## config.mk

```make
export PLATFORM = sky130hd
export DESIGN_NAME = nvm_bitprog_seq
export DESIGN_NICKNAME = d
export VERILOG_FILES = /design/src/rtl/nvm_bitprog_pkg.sv /design/src/rtl/nvm_pump_timer.sv /design/src/rtl/nvm_bit_array.sv /design/src/rtl/nvm_wear_counter.sv /design/src/rtl/nvm_bitprog_seq.sv
export SDC_FILE = /design/constraint.sdc
export NUM_CORES = 1
export LEC_CHECK = 0
export CAP_MARGIN = 20
export CELL_PAD_IN_SITES_DETAIL_PLACEMENT = 0
export CELL_PAD_IN_SITES_GLOBAL_PLACEMENT = 1
export CORE_ASPECT_RATIO = 1.1
export CORE_UTILIZATION = 44
export CTS_BUF_LIST = sky130_fd_sc_hd__clkbuf_8 sky130_fd_sc_hd__clkbuf_16
export DETAILED_ROUTE_END_ITERATION = 10
export GPL_TIMING_DRIVEN = 0
export PLACE_DENSITY_LB_ADDON = 0.1
export SLEW_MARGIN = 15
export SYNTH_ARGS = -nofsm -noshare
export SYNTH_HDL_FRONTEND = slang
export SYNTH_SLANG_ARGS = --single-unit
```

## constraint.sdc

```tcl
create_clock -name clk -period 2.4 [get_ports clk]
set_clock_uncertainty 0.2 [all_clocks]
set_input_delay 0.48 -clock clk [delete_from_list [all_inputs] [get_ports clk]]
set_output_delay 0.48 -clock clk [all_outputs]
set_load 0.005 [all_outputs]
```

## src/rtl/nvm_bitprog_pkg.sv

```systemverilog
package nvm_bitprog_pkg;

   typedef enum logic [1:0] {
      OP_NONE  = 2'd0,
      OP_ERASE = 2'd1,
      OP_BEGIN = 2'd2,
      OP_END   = 2'd3
   } nvm_op_e;

   function automatic int unsigned cnt_width(input int unsigned maxval);
      return (maxval < 2) ? 1 : $clog2(maxval + 1);
   endfunction

endpackage

```

## src/rtl/nvm_pump_timer.sv

```systemverilog
module nvm_pump_timer #(
   parameter int unsigned T_LONG   = 2_500_000,
   parameter int unsigned T_SETTLE = 50_000
) (
   input  logic clk,
   input  logic rst_n,
   input  logic load_long,
   input  logic load_short,
   output logic busy_o
);
   import nvm_bitprog_pkg::*;

   localparam int unsigned CW = cnt_width(T_LONG);

   if (T_LONG < 2)         begin : g_chk_long   $error("T_LONG must be at least 2"); end
   if (T_SETTLE < 1)       begin : g_chk_settle $error("T_SETTLE must be at least 1"); end
   if (T_SETTLE > T_LONG)  begin : g_chk_order  $error("T_SETTLE must not exceed T_LONG"); end

   logic [CW-1:0] cnt_q;

   always_ff @(posedge clk or negedge rst_n) begin
      if (!rst_n)                cnt_q <= '0;
      else if (load_long)        cnt_q <= CW'(T_LONG);
      else if (load_short)       cnt_q <= CW'(T_SETTLE);
      else if (cnt_q != '0)      cnt_q <= cnt_q - 1'b1;
   end

   assign busy_o = (cnt_q != '0);

   // a new interval is only ever started from idle
   a_r5_load_when_idle: assert property (@(posedge clk) disable iff (!rst_n)
      (load_long || load_short) |-> !busy_o);

   // the two interval lengths are never requested together
   a_r2_single_load: assert property (@(posedge clk) disable iff (!rst_n)
      !(load_long && load_short));

   // a long load is followed by a busy cycle
   a_r2_busy_follows_load: assert property (@(posedge clk) disable iff (!rst_n)
      load_long |=> busy_o);

endmodule

```

## src/rtl/nvm_bit_array.sv

```systemverilog
module nvm_bit_array #(
   parameter int unsigned NBITS = 128,
   localparam int unsigned AW   = $clog2(NBITS)
) (
   input  logic             clk,
   input  logic             rst_n,
   input  logic             clr,
   input  logic             set,
   input  logic [AW-1:0]    set_addr,
   output logic [NBITS-1:0] bits_o
);

   if (NBITS < 2 || NBITS > 4096) begin : g_chk_nbits
      $error("NBITS out of range");
   end
   if ((1 << AW) != NBITS) begin : g_chk_pow2
      $error("NBITS must be a power of two");
   end

   for (genvar i = 0; i < NBITS; i++) begin : g_cell
      always_ff @(posedge clk or negedge rst_n) begin
         if (!rst_n)                              bits_o[i] <= 1'b0;
         else if (clr)                            bits_o[i] <= 1'b0;
         else if (set && (set_addr == AW'(i)))    bits_o[i] <= 1'b1;
      end
   end

   // without an erase no bit ever returns to 0
   a_r3_only_erase_clears: assert property (@(posedge clk) disable iff (!rst_n)
      !clr |=> (($past(bits_o) & ~bits_o) == '0));

   // erase and set are never requested together
   a_r2_clr_excl_set: assert property (@(posedge clk) disable iff (!rst_n)
      !(clr && set));

endmodule

```

## src/rtl/nvm_wear_counter.sv

```systemverilog
module nvm_wear_counter #(
   parameter int unsigned LIMIT = 100,
   localparam int unsigned CW   = nvm_bitprog_pkg::cnt_width(LIMIT)
) (
   input  logic          clk,
   input  logic          rst_n,
   input  logic          inc,
   output logic [CW-1:0] count_o,
   output logic          at_limit_o
);

   if (LIMIT < 1) begin : g_chk_limit
      $error("LIMIT must be at least 1");
   end

   always_ff @(posedge clk or negedge rst_n) begin
      if (!rst_n)                           count_o <= '0;
      else if (inc && !at_limit_o)          count_o <= count_o + 1'b1;
   end

   assign at_limit_o = (count_o == CW'(LIMIT));

   // the count never passes the limit
   a_r9_count_capped: assert property (@(posedge clk) disable iff (!rst_n)
      count_o <= CW'(LIMIT));

   // at the limit the count holds
   a_r9_hold_at_limit: assert property (@(posedge clk) disable iff (!rst_n)
      at_limit_o |=> $stable(count_o));

endmodule

```

## src/rtl/nvm_bitprog_seq.sv

```systemverilog
module nvm_bitprog_seq #(
   parameter int unsigned NBITS       = 128,
   parameter int unsigned T_LONG      = 2_500_000,
   parameter int unsigned T_SETTLE    = 50_000,
   parameter int unsigned ERASE_LIMIT = 100,
   parameter bit          WEAR_EN     = 1'b1,
   localparam int unsigned AW         = $clog2(NBITS),
   localparam int unsigned ECW        = nvm_bitprog_pkg::cnt_width(ERASE_LIMIT)
) (
   input  logic           clk,
   input  logic           rst_n,
   input  logic           wr_en,
   input  logic           chip_sel,
   input  logic           cmd_erase,
   input  logic           cmd_wr_begin,
   input  logic           cmd_wr_end,
   input  logic           cmd_read,
   input  logic [AW-1:0]  cmd_addr,
   output logic           busy,
   output logic           rd_valid,
   output logic           rd_bit,
   output logic           viol_busy,
   output logic           viol_seq,
   output logic [ECW-1:0] erase_count,
   output logic           wear_limit
);
   import nvm_bitprog_pkg::*;

   nvm_op_e          op;
   logic             wr_ok;
   logic             armed_q;
   logic [AW-1:0]    pend_q;
   logic             erase_go, begin_go, end_go, end_bad, set_go, hit_busy;
   logic [NBITS-1:0] bits_w;

   // erase > begin > end
   always_comb begin
      if (cmd_erase)          op = OP_ERASE;
      else if (cmd_wr_begin)  op = OP_BEGIN;
      else if (cmd_wr_end)    op = OP_END;
      else                    op = OP_NONE;
   end

   assign wr_ok    = wr_en && chip_sel;
   assign hit_busy = wr_ok && busy && (op != OP_NONE);
   assign erase_go = wr_ok && !busy && (op == OP_ERASE) && !wear_limit;
   assign begin_go = wr_ok && !busy && (op == OP_BEGIN);
   assign end_bad  = wr_ok && !busy && (op == OP_END) && armed_q && (pend_q != cmd_addr);
   assign end_go   = wr_ok && !busy && (op == OP_END) && !end_bad;
   assign set_go   = end_go && armed_q;

   always_ff @(posedge clk or negedge rst_n) begin
      if (!rst_n) begin
         armed_q <= 1'b0;
         pend_q  <= '0;
      end else if (erase_go || set_go) begin
         armed_q <= 1'b0;
      end else if (begin_go) begin
         armed_q <= 1'b1;
         pend_q  <= cmd_addr;
      end
   end

   always_ff @(posedge clk or negedge rst_n) begin
      if (!rst_n) begin
         viol_busy <= 1'b0;
         viol_seq  <= 1'b0;
      end else begin
         viol_busy <= viol_busy | hit_busy;
         viol_seq  <= viol_seq  | end_bad;
      end
   end

   always_ff @(posedge clk or negedge rst_n) begin
      if (!rst_n) begin
         rd_valid <= 1'b0;
         rd_bit   <= 1'b0;
      end else begin
         rd_valid <= cmd_read && chip_sel;
         if (cmd_read && chip_sel) rd_bit <= bits_w[cmd_addr];
      end
   end

   nvm_pump_timer #(.T_LONG(T_LONG), .T_SETTLE(T_SETTLE)) u_timer (
      .clk        (clk),
      .rst_n      (rst_n),
      .load_long  (erase_go || begin_go),
      .load_short (end_go),
      .busy_o     (busy)
   );

   nvm_bit_array #(.NBITS(NBITS)) u_array (
      .clk      (clk),
      .rst_n    (rst_n),
      .clr      (erase_go),
      .set      (set_go),
      .set_addr (cmd_addr),
      .bits_o   (bits_w)
   );

   if (WEAR_EN) begin : g_wear
      nvm_wear_counter #(.LIMIT(ERASE_LIMIT)) u_wear (
         .clk        (clk),
         .rst_n      (rst_n),
         .inc        (erase_go),
         .count_o    (erase_count),
         .at_limit_o (wear_limit)
      );
   end else begin : g_no_wear
      assign erase_count = '0;
      assign wear_limit  = 1'b0;
   end

   // an accepted erase leaves the array all zero
   a_r2_erase_clears: assert property (@(posedge clk) disable iff (!rst_n)
      erase_go |=> (bits_w == '0));

   // a completed pair lands a 1 at its address
   a_r3_set_lands: assert property (@(posedge clk) disable iff (!rst_n)
      set_go |=> bits_w[$past(cmd_addr)]);

   // blocked strobes never start an interval
   a_r4_gated: assert property (@(posedge clk) disable iff (!rst_n)
      (!wr_ok && !busy) |=> !busy);

   // the array is frozen throughout a busy interval
   a_r5_busy_frozen: assert property (@(posedge clk) disable iff (!rst_n)
      busy |=> $stable(bits_w));

   // a mismatched end starts no interval
   a_r6_bad_end_idle: assert property (@(posedge clk) disable iff (!rst_n)
      end_bad |=> !busy);

   // a selected read answers on the next cycle
   a_r8_read_answer: assert property (@(posedge clk) disable iff (!rst_n)
      (cmd_read && chip_sel) |=> rd_valid);

   // violation flags are sticky
   a_r10_busy_sticky: assert property (@(posedge clk) disable iff (!rst_n)
      viol_busy |=> viol_busy);
   a_r10_seq_sticky: assert property (@(posedge clk) disable iff (!rst_n)
      viol_seq |=> viol_seq);

endmodule

```

==> impl_metrics.json <==
{
  "outcome": "finished with violations",
  "violations": "setup timing",
  "hp-class": "flip-flop to flip-flop",
  "dieArea_mm2": 0.0189,
  "area_growth_pct": 42.2,
  "ys_seq_elements": 169,
  "layout.nets": 889,
  "cp_max_fo": 3,
  "path_buf_inv": 4,
  "place.gp.congestion": 0.853,
  "critPathKind": "flip-flop to primary output",
  "max-cap-violations": 0,
  "timing.final.crit_period_ns": 2.61,
  "clock-sinks": 169,
  "synth_compound_area_share_pct": 11.7,
  "crit_path_end_kind": "primary output",
  "finalHoldViolCount": 0,
  "reg2reg_depth": 11,
  "die_h_um": 144,
  "cts_buffer_depth": 2,
  "tns_ns": -17.91,
  "ys.flop_type": "dfrtp_1",
  "setup_violations": 142,
  "place_area_mm2": 0.00875,
  "synth_top_family_by_area": "simple AND/OR/NAND/NOR gates",
  "antenna_found_initial": 0,
  "startpoint": "u_timer.cnt_q[10]",
  "cts_root_buf": "clkbuf_16",
  "start_kind": "flip-flop",
  "wl_um": 27700,
  "ioPinCount": 28,
  "rsz0062_at_grt": "yes",
  "worst_pin_slew_ns": 0.777,
  "grt_pass1_wl_um": 40100,
  "cp.depth": 7,
  "vias_per_cell": 6.06,
  "syn_nets": 762,
  "rows": 51,
  "drt_iter0_drc": 587,
  "layout_common_cells": "167 x dfrtp_1, 116 x a21oi_1, 86 x nor2_4",
  "power.leakage_uw": 0.00483,
  "synthSimpleGateAreaFrac_pct": 17.3,
  "cp-endpoint": "busy",
  "syn_inst": 743,
  "path_clk_slew_ns": 0.07,
  "setup_ws_ns": -0.212,
  "powerDensity_mw_per_mm2": 538,
  "start_util_pct": 45.3,
  "cts-htree-levels": 4,
  "cts_tree": "done",
  "reg2reg_to": "u_array.bits_o[94]",
  "dpl.hpwl_um": 16200,
  "wl_per_cell_um": 24.7,
  "drv_slew": 0,
  "drive_gt1_share_pct": 43.4,
  "synth_xor_xnor_area_share_pct": 3.57,
  "port_buffers": 23,
  "grt_max_degree": 107,
  "coreArea_mm2": 0.0179,
  "yosysWarningCount": 0,
  "dr.pass1.iters": 5,
  "r2r_start": "u_timer.cnt_q[10]",
  "crit_path_top_delay_cell": "dfrtp_1",
  "synth_edf_count": 0,
  "track_usage_pct": 28.7,
  "max_freq_ghz": 0.383,
  "rrSetupSlack_ns": -0.20,
  "numCtsBuffers": 17,
  "crit_arrival_ns": 1.93,
  "grt_pass1_vias": 6784,
  "ys_seq_area_share_pct": 52.3,
  "cp_top_family": "simple AND/OR/NAND/NOR gates",
  "drc": 0,
  "antenna_cells": 0,
  "dr_total_vias": 6783,
  "muxShareOfSynthArea_pct": 10.7,
  "final_common_cell": "dfrtp_1",
  "die_x_um": 131,
  "max_stage_delay_ns": 0.44,
  "required_ns": 1.72,
  "grt_remaining_overflow": 0,
  "synth_adder_area_share_pct": 0.619,
  "period_share_pct": 109,
  "syn_avg_cell_area_um2": 10.9,
  "final_area_mm2": 0.0115,
  "maxSlewHeadroom_pct": 48.2,
  "synthesis.area_mm2": 0.00809,
  "path_cells": "nor4_4 -> nand3_2 -> nor2_4 -> inv_4 -> buf_12 -> buf_8 -> buf_6",
  "ir_drop_mv": 0.508,
  "async_flop_share_pct": 100,
  "synth.distinct_cells": 59,
  "ant_nets": 0,
  "clock_latency_ns": 0.43
}
==> report_power, final <==
| part | switching [µW] | total [µW] | internal (µW) | leakage [µW] |
|---|---|---|---|---|
| Clock | 1230 | 2550 | 1330 | 0.000254 |
| Combinational | 362 | 631 | 269 | 0.00228 |
| Sequential | 92.4 | 3010 | 2920 | 0.00230 |
| Total | 1680 | 6190 | 4510 | 0.00483 |
==> final cells by class <==
class	instances	area (µm²)
multi-input cells	520	4530
repair buffers	111	1360
clock inverters	14	101
clock buffers	17	425
fillers	1367	6370
inverters	9	37.5
flip-flops and latches	169	4230
plain buffers	42	513
well taps	238	298
==> through the flow <==
stage               worst slack (ns)  util (%)  hold slack (ns)  std cells  power (µW)
floorplan                    0.00153         -          -0.0156        743        3330
finish                        -0.212      64.3            0.259       1120        6190
global route                  -0.289      64.3            0.292       1120        6370
detailed placement            -0.959      49.0            0.256       1012        3550
CTS                           -0.200      56.9            0.272       1097        6180
global placement               -6.15      48.2            0.240       1004        3520
==> repair_timing <==
action / CTS / global route
hold buffers: 1 / 0
buffers inserted: 56 / 11
endpoints found under the hold margin: 63 / 0
resized for setup: 120 / 274
setup endpoints to repair: 156 / 161
pin swaps: 25 / 98
cloned: 4 / 16
==> cell families after synthesis <==
kind of cell    Yosys count
compound gates          171
xor+xnor                 33
fa+ha+maj                 4
buf+inv                  54
flops                   169
mux                      55
simple gates            257
==> synth_stat cells, types with 6 or more instances <==
cell	number	share of area (%)
mux2_2	10	1.4
nand2_1	20	0.93
mux4_2	24	6.7
nand2b_1	6	0.46
a31oi_1	20	1.5
inv_1	7	0.33
o21ai_0	11	0.68
nor2_1	155	7.2
mux2i_1	21	2.6
buf_6	7	0.97
buf_2	23	1.4
nand3_1	7	0.43
dfrtp_1	169	52
nor3_1	15	0.93
xnor2_1	19	2.1
nor4_4	10	2.6
a21oi_1	117	7.2
a22oi_1	6	0.56
xor2_1	14	1.5
==> registers in the layout, indices dropped and copies added (netlist names) <==
signal	flops
pend_q	7
g_wear.u_wear.count_o	7
u_array.bits_o	128
armed_q	1
rd_valid	1
viol_busy	1
rd_bit	1
viol_seq	1
u_timer.cnt_q	22
==> how the worst min path moves through the flow <==
stage	start	endpoint	slack [ns]	depth (start not counted)
2_1_floorplan	rst_n	armed_q	-0.02	0
6_report	viol_busy	viol_busy	0.26	1
3_3_place_gp	viol_busy	viol_busy	0.24	1
3_5_place_dp	rst_n	g_wear.u_wear.count_o[0]	0.26	1
4_1_cts	viol_busy	viol_busy	0.27	1
5_1_grt	viol_busy	viol_busy	0.29	1
==> metal layers <==
metal	vias to the layer above	routed length (µm)	GRT usage [%]
li1	2915	-	-
met1	3486	11100	37.8
met2	286	13400	47.4
met3	96	1880	4.56
met4	0	1300	12.2
met5	-	0	0
Note: power is estimated with default switching activity, not from simulation.
